==> src/rtl/pwr_sleep_pkg.sv <==
// Package: shared power-state encoding and field positions for the sleep controller.
// Assumes: state values are observed externally, so the encoding is fixed.
package pwr_sleep_pkg;
    typedef enum logic [1:0] {
        PS_RUN   = 2'd0,
        PS_LIGHT = 2'd1,
        PS_DEEP  = 2'd2,
        PS_STBY  = 2'd3
    } pwr_state_e;

    localparam int CTL_W       = 8;
    localparam int SEL_BIT     = 7;
    localparam int N_PERIPH    = 3;
endpackage

==> src/rtl/pwr_depth_decode.sv <==
// Module: pwr_depth_decode
// Maps the two standby control bytes to the sleep depth that a request would
// enter. The first byte has priority over the second. Purely combinational.
module pwr_depth_decode
    import pwr_sleep_pkg::*;
#(
    parameter int W   = CTL_W,
    parameter int BIT = SEL_BIT
) (
    input  logic [W-1:0] ctl_a,
    input  logic [W-1:0] ctl_b,
    output pwr_state_e   depth
);
    // Priority pick: first byte wins, then second, else light sleep.
    always_comb begin
        if (ctl_a[BIT])      depth = PS_STBY;
        else if (ctl_b[BIT]) depth = PS_DEEP;
        else                 depth = PS_LIGHT;
    end
endmodule

==> src/rtl/pwr_state_reg.sv <==
// Module: pwr_state_reg
// Holds the power state. A request is honoured only in RUNNING, and a pending
// interrupt wakes the core from any sleep state at the next edge.
// Assumes: synchronous active-low reset.
module pwr_state_reg
    import pwr_sleep_pkg::*;
(
    input  logic       clk,
    input  logic       rst_n,
    input  logic       sleep_req,
    input  pwr_state_e req_depth,
    input  logic       irq_pending,
    output pwr_state_e state_q
);
    pwr_state_e state_d;

    // Next-state selection.
    always_comb begin
        state_d = state_q;
        if (state_q == PS_RUN) begin
            if (sleep_req) state_d = req_depth;
        end else if (irq_pending) begin
            state_d = PS_RUN;
        end
    end

    // State register with synchronous reset to RUNNING.
    always_ff @(posedge clk) begin
        if (!rst_n) state_q <= PS_RUN;
        else        state_q <= state_d;
    end
endmodule

==> src/rtl/pwr_clk_gate.sv <==
// Module: pwr_clk_gate
// Derives clock enables from the power state. The peripheral groups get one
// catch-up cycle after STANDBY entry before they stop. DMA stops in both deep
// states.
// Assumes: state input comes from a register.
module pwr_clk_gate
    import pwr_sleep_pkg::*;
#(
    parameter int NP = N_PERIPH
) (
    input  logic          clk,
    input  logic          rst_n,
    input  pwr_state_e    state_q,
    output logic [NP-1:0] periph_en,
    output logic          dma_en
);
    logic stby_seen_q;
    logic periph_stop;

    // Tracks that STANDBY has already lasted one cycle.
    always_ff @(posedge clk) begin
        if (!rst_n) stby_seen_q <= 1'b0;
        else        stby_seen_q <= (state_q == PS_STBY);
    end

    // Peripheral stop once the catch-up cycle is over.
    always_comb periph_stop = (state_q == PS_STBY) && stby_seen_q;

    // One enable per peripheral group.
    for (genvar g = 0; g < NP; g++) begin : g_periph
        assign periph_en[g] = !periph_stop;
    end

    // DMA runs only in RUNNING and light sleep.
    always_comb dma_en = (state_q == PS_RUN) || (state_q == PS_LIGHT);
endmodule

==> src/rtl/pwr_sleep_ctrl.sv <==
// Module: pwr_sleep_ctrl (top)
// Low-power sleep controller: selects the sleep depth on request, wakes on an
// interrupt, and drives the core halt and per-group clock enables.
// Assumes: sleep_req is a single-cycle pulse from the core; synchronous reset.
module pwr_sleep_ctrl
    import pwr_sleep_pkg::*;
#(
    parameter int CW = CTL_W,
    parameter int SB = SEL_BIT,
    parameter int NP = N_PERIPH
) (
    input  logic          clk,
    input  logic          rst_n,
    input  logic          sleep_req,
    input  logic [CW-1:0] stby_ctl_a,
    input  logic [CW-1:0] stby_ctl_b,
    input  logic          irq_pending,
    output logic [1:0]    pwr_state,
    output logic          core_halt,
    output logic [NP-1:0] periph_clk_en,
    output logic          dma_clk_en
);
    pwr_state_e depth;
    pwr_state_e state_q;

    pwr_depth_decode #(.W(CW), .BIT(SB)) u_decode (
        .ctl_a (stby_ctl_a),
        .ctl_b (stby_ctl_b),
        .depth (depth)
    );

    pwr_state_reg u_state (
        .clk         (clk),
        .rst_n       (rst_n),
        .sleep_req   (sleep_req),
        .req_depth   (depth),
        .irq_pending (irq_pending),
        .state_q     (state_q)
    );

    pwr_clk_gate #(.NP(NP)) u_gate (
        .clk       (clk),
        .rst_n     (rst_n),
        .state_q   (state_q),
        .periph_en (periph_clk_en),
        .dma_en    (dma_clk_en)
    );

    // Output mapping of state and core halt.
    always_comb begin
        pwr_state = state_q;
        core_halt = (state_q != PS_RUN);
    end
endmodule

==> config.mk <==
export PLATFORM = sky130hd
export DESIGN_NAME = pwr_sleep_ctrl
export DESIGN_NICKNAME = d
export VERILOG_FILES = /design/src/rtl/pwr_sleep_pkg.sv /design/src/rtl/pwr_depth_decode.sv /design/src/rtl/pwr_state_reg.sv /design/src/rtl/pwr_clk_gate.sv /design/src/rtl/pwr_sleep_ctrl.sv
export SDC_FILE = /design/constraint.sdc
export NUM_CORES = 1
export LEC_CHECK = 0
export ABC_AREA = 1
export BUFFER_PORTS_ARGS = -buffer_cell sky130_fd_sc_hd__clkbuf_2
export CAP_MARGIN = 15
export CORE_AREA = 2 2 39 41
export CTS_BUF_LIST = sky130_fd_sc_hd__clkbuf_8
export CTS_CLUSTER_SIZE = 20
export DETAILED_ROUTE_END_ITERATION = 8
export DIE_AREA = 0 0 41 43
export RECOVER_POWER = 100
export SLEW_MARGIN = 20
export SYNTH_ARGS = -nofsm -noshare
export SYNTH_HDL_FRONTEND = slang
export SYNTH_SLANG_ARGS = --single-unit
==> constraint.sdc <==
create_clock -name clk -period 1.2 [get_ports clk]
set_clock_uncertainty 0.2 [all_clocks]
set_input_delay 0.06 -clock clk [delete_from_list [all_inputs] [get_ports clk]]
set_output_delay 0.06 -clock clk [all_outputs]
set_load 0.005 [all_outputs]
Yosys cells after proc, flatten, opt, wreduce, memory -nomap -nowiden. Index checks and enable logic that the tools add are counted.

Register bits after elaboration: 3. Latch bits: 0. Bits in writable memories: 0. Memory bits (read-only): 0. Memories: 0.

Add/subtract/negate cells: 0. $mul: 0. Divide/modulo/power cells: 0. Magnitude comparators: 0. Eq/ne operators: 3. Shift operators: 0. Muxes and demuxes: 5. Bitwise operators: 0. Reduce and logical (&&, ||, !) cells: 7.

Operators with widths (number): $mux W2 (5); $reduce_bool A2 Y1 (2); $eq A2 B1 Y1 const B (1); $eq A2 B2 Y1 const B (1); $logic_not A2 Y1 (1); $ne A2 B2 Y1 const B (1); $reduce_and A2 Y1 (1); $logic_and A1 B1 Y1 (1); $logic_not A1 Y1 (1); $logic_or A1 B1 Y1 (1).

Logic depth before layout (Yosys ltp).
Depth after elaboration: 4. Depth in mapped cells: 4.

Hierarchy. From an unflattened synthesis, not the netlist that was laid out.

Cells, all modules: 26. Area total of the unflattened synthesis: 162.7 µm².

By module, submodules not included: pwr_state_reg (instances 1, cells an instance 11, area an instance 81.3 µm², sequential area each 40.0 µm²); pwr_clk_gate (instances 1, cells an instance 8, area an instance 55.1 µm², sequential area each 20.0 µm²); pwr_depth_decode (instances 1, cells an instance 4, area an instance 15.0 µm², sequential area each 0.0 µm²); pwr_sleep_ctrl (instances 1, cells an instance 3, area an instance 11.3 µm², sequential area each 0.0 µm²).

Least setup slack after synthesis. OpenSTA, ideal clock, no wires.

Path kind: reg-to-output. Start: reg u_state.state_q[1]. End: out periph_clk_en[1]. Arrival time: 0.712 ns. Setup slack: 0.228 ns. Stages on the path, launching flop included: 3. Buffers on the path: 1. Path through: dfxtp_1 > nand3_1 > buf_4.

Longest elaborated chain between the ends: 3.

RTL lines: from (decl) (RTL line pwr_state_reg.sv:13) `output pwr_state_e state_q`; from (signal assigned) (RTL line pwr_state_reg.sv:30) `else state_q <= state_d;`; $eq A2 B2 Y1 (RTL line pwr_clk_gate.sv:27) `always_comb periph_stop = (state_q == PS_STBY) && stby_seen_q;`; $logic_and A1 B1 Y1 (RTL line pwr_clk_gate.sv:27); $logic_not A1 Y1; to (decl) (RTL line pwr_sleep_ctrl.sv:20) `output logic [NP-1:0] periph_clk_en,`.

No other way between the ends.

Final worst setup path.
Start: reg u_state.state_q[0]. End: out periph_clk_en[2].

Longest elaborated chain between the ends: 3.

RTL lines: $eq A2 B2 Y1 (RTL line pwr_clk_gate.sv:27); $logic_and A1 B1 Y1 (RTL line pwr_clk_gate.sv:27); $logic_not A1 Y1 (RTL line pwr_clk_gate.sv:31) `assign periph_en[g] = !periph_stop;`.

No other way between the ends.

==> flow_summary.toml <==
[finish]
fin_nets = 63
final_util = 0.2206
layout-area-overhead-vs-synth_pct = 101.7
drive_gt1_frac = 0.2619
diodes = 0

[worst_hold_path]
hold_path.class = "reg -> reg"

[timing]
final.min_clock_period_ps = 1115
rsz0062_at_grt = "false"
finalHoldViolCount = 0
setup_viol_count_final = 0
relSlewSlack = 0.8896
finalSetupTns_ps = 0
tightest_slew_ps = 165.4
max_freq_mhz = 896.6
slew_viol_final = 0
fin_crit_sh = 0.9295

[die]
start_util = 0.1094
rows = 14
dieHeight_um = 43
dieArea_um2 = 1763
io_pins = 27
fp.dieW_um = 41
core_um2 = 1384

[power_and_ir_drop]
intPower_w = 0.0003554
ir_drop_uv = 232.2
powerDensity_nw_per_um2 = 1474
power.static_leakage_nw = 0.1533
combPwrFrac = 0.119
seq_power_share = 0.254
power_w = 0.0004501
clkPwrFrac = 0.627
power_switching_w = 0.00009470
switching_share = 0.2104

[critical_path]
critPathKind = "reg -> out"
path_max_fanout = 5
critPathLaunchType = "flop"
worst-path-buf-inv = 1
slowest_delay_ps = 390
setup.worst_path.end_class = "output port"
crit_family = "flip-flops"
crit_arrival_ps = 860
crit_chain = "nand3_1 -> clkbuf_1"
cp.required_ps = 940
slowest_stage = "dfxtp_1"

[cts]
cts.path.max_buffers = 2
clk_pin_slew_worst_paths_ps = 30
htreeDepth = 1
root_buffer = "clkbuf_8"
cts_made_buffers = 3
clock_sinks = 3
cts_tree = "yes"
clkLatencyLatePin_ps = 210

[synth]
synth_compound_area_frac = 0.06612
synth_fa_ha_area_frac = 0
ys_ff_latch = 3
syn_area_per_cell_um2 = 6.582
synthMuxAreaShare = 0
syn_inst = 23
synth_seq_area_share = 0.3967
synthSimpleGateAreaFrac = 0.2893
synth_top_family_by_area = "simple AND/OR/NAND/NOR gates"
ys_types = 8
synthesis.area_um2 = 151.4
yosysWarnings = 0
synth_fp_nets = 43
yosys.area_share.xor_xnor = 0

[run]
drv_cap = 0

[placement]
hpwl_um = 255.3
gp_congestion = 0.5417
io_buffer_count = 12

[global_route]
grtUsageMet3 = 0
grt_use_met2 = 0.09688
overflow = 0
track_usage = 0.05711
grt_max_degree = 7
grt_use_met1 = 0.02556
grt_pass1_vias = 191
grt_antenna_before_repair = 0
grt_first_pass_wirelength_um = 579
busiest_layer = "met4"

[run_status]
status = "finished clean"

[route]
dr.pass1.iters = 3
drt_iter0_drc = 2
avgViaCountPerCell = 3.293
wl_per_cell_um = 7.086
antenna_left = 0
vias = 191
wl_um = 411
drc = 0
## timing repair
item                                   in CTS  in global routing
setup buffers                               0                  0
endpoints found under the hold margin       3                  0
hold buffers                                5                  0
resized for setup                           0                  1
setup endpoints to repair                   0                  3
## cells by family (layout without fill, tap and decap cells)
logic type | after synthesis | count (layout)
flip-flops | 3 | 3
AO/OA/AOI/OAI | 2 | 2
AND/OR/NAND/NOR | 10 | 10
buffers and inverters | 8 | 27
## final cells by class
| class | count | area, um^2 |
|---|---|---|
| clock buffers | 3 | 41.29 |
| clock inverters | 1 | 3.754 |
| fillers | 156 | 1079 |
| inverters | 6 | 22.52 |
| multi-input cells | 12 | 53.80 |
| flip-flops and latches | 3 | 61.31 |
| well taps | 16 | 20.02 |
| repair buffers | 17 | 102.6 |
## layer usage
metal,part of all wire,wire length (um),up-vias
met3,0.075,31,0
met4,0,0,0
met5,0,0,-
met1,0.32,133,80
met2,0.60,246,8
li1,-,-,103
## path summary, 6_finish.rpt
check | from | end | slack [ps] | cells past startpoint
max | u_state.state_q[0] | periph_clk_en[2] | 80 | 2
min | u_state.state_q[1] | u_gate.stby_seen_q | 290 | 2
max reg2reg | u_state.state_q[0] | u_state.state_q[0] | 220 | 3
min reg2reg | u_state.state_q[1] | u_gate.stby_seen_q | 290 | 2
## stage by stage
stage	area (um^2)	setup slack (ps)	instances	hold WS, ps
2_1_floorplan	151.4	228.2	23	10.45
3_3_place_gp	216.5	235.2	49	116.6
3_5_place_dp	216.5	211.6	49	128.8
4_1_cts	311.5	26.41	58	296.9
5_1_grt	305.3	2.118	58	321.6
6_report	305.3	84.64	58	285.4
## flip-flops by register name, indices dropped and copies added (netlist names)
| signal | cells |
|---|---|
| u_gate.stby_seen_q | 1 |
| u_state.state_q | 2 |
## power groups by stage
| stage | combinational, W | clock [W] | sequential (W) |
|---|---|---|---|
| after floorplan | 0.0000200 | 0 | 0.000115 |
| after global placement | 0.0000421 | 0 | 0.000115 |
| after detailed placement | 0.0000427 | 0 | 0.000116 |
| after CTS | 0.0000553 | 0.000293 | 0.000114 |
| after global routing | 0.0000645 | 0.000295 | 0.000115 |
| final | 0.0000536 | 0.000282 | 0.000114 |
## worst register-to-register path: cells and delay by family, from the launching register on
family / cells / cell delay (ps)
AND/OR/NAND/NOR: 2 / 240
flip-flops: 1 / 340
AO/OA/AOI/OAI: 1 / 130
## layout by cell type (no fill, tap or decap), drive strengths merged
cell type / Yosys / routed
a21oi: 2 / 2
clkbuf: 0 / 15
dfxtp: 3 / 3
dlygate4sd3: 0 / 5
inv: 6 / 7
nand2: 5 / 5
nand3: 3 / 3
nor2: 2 / 2
## synth_stat cells
cell type	number	area, um^2
nand2_1	5	18.77
nor2_2	1	6.260
buf_4	2	15.01
nand3_1	3	15.01
dfxtp_1	3	60.06
inv_1	6	22.52
a21oi_1	2	10.01
nor2_1	1	3.750
No activity file was read; power rests on OpenSTA's default activity.
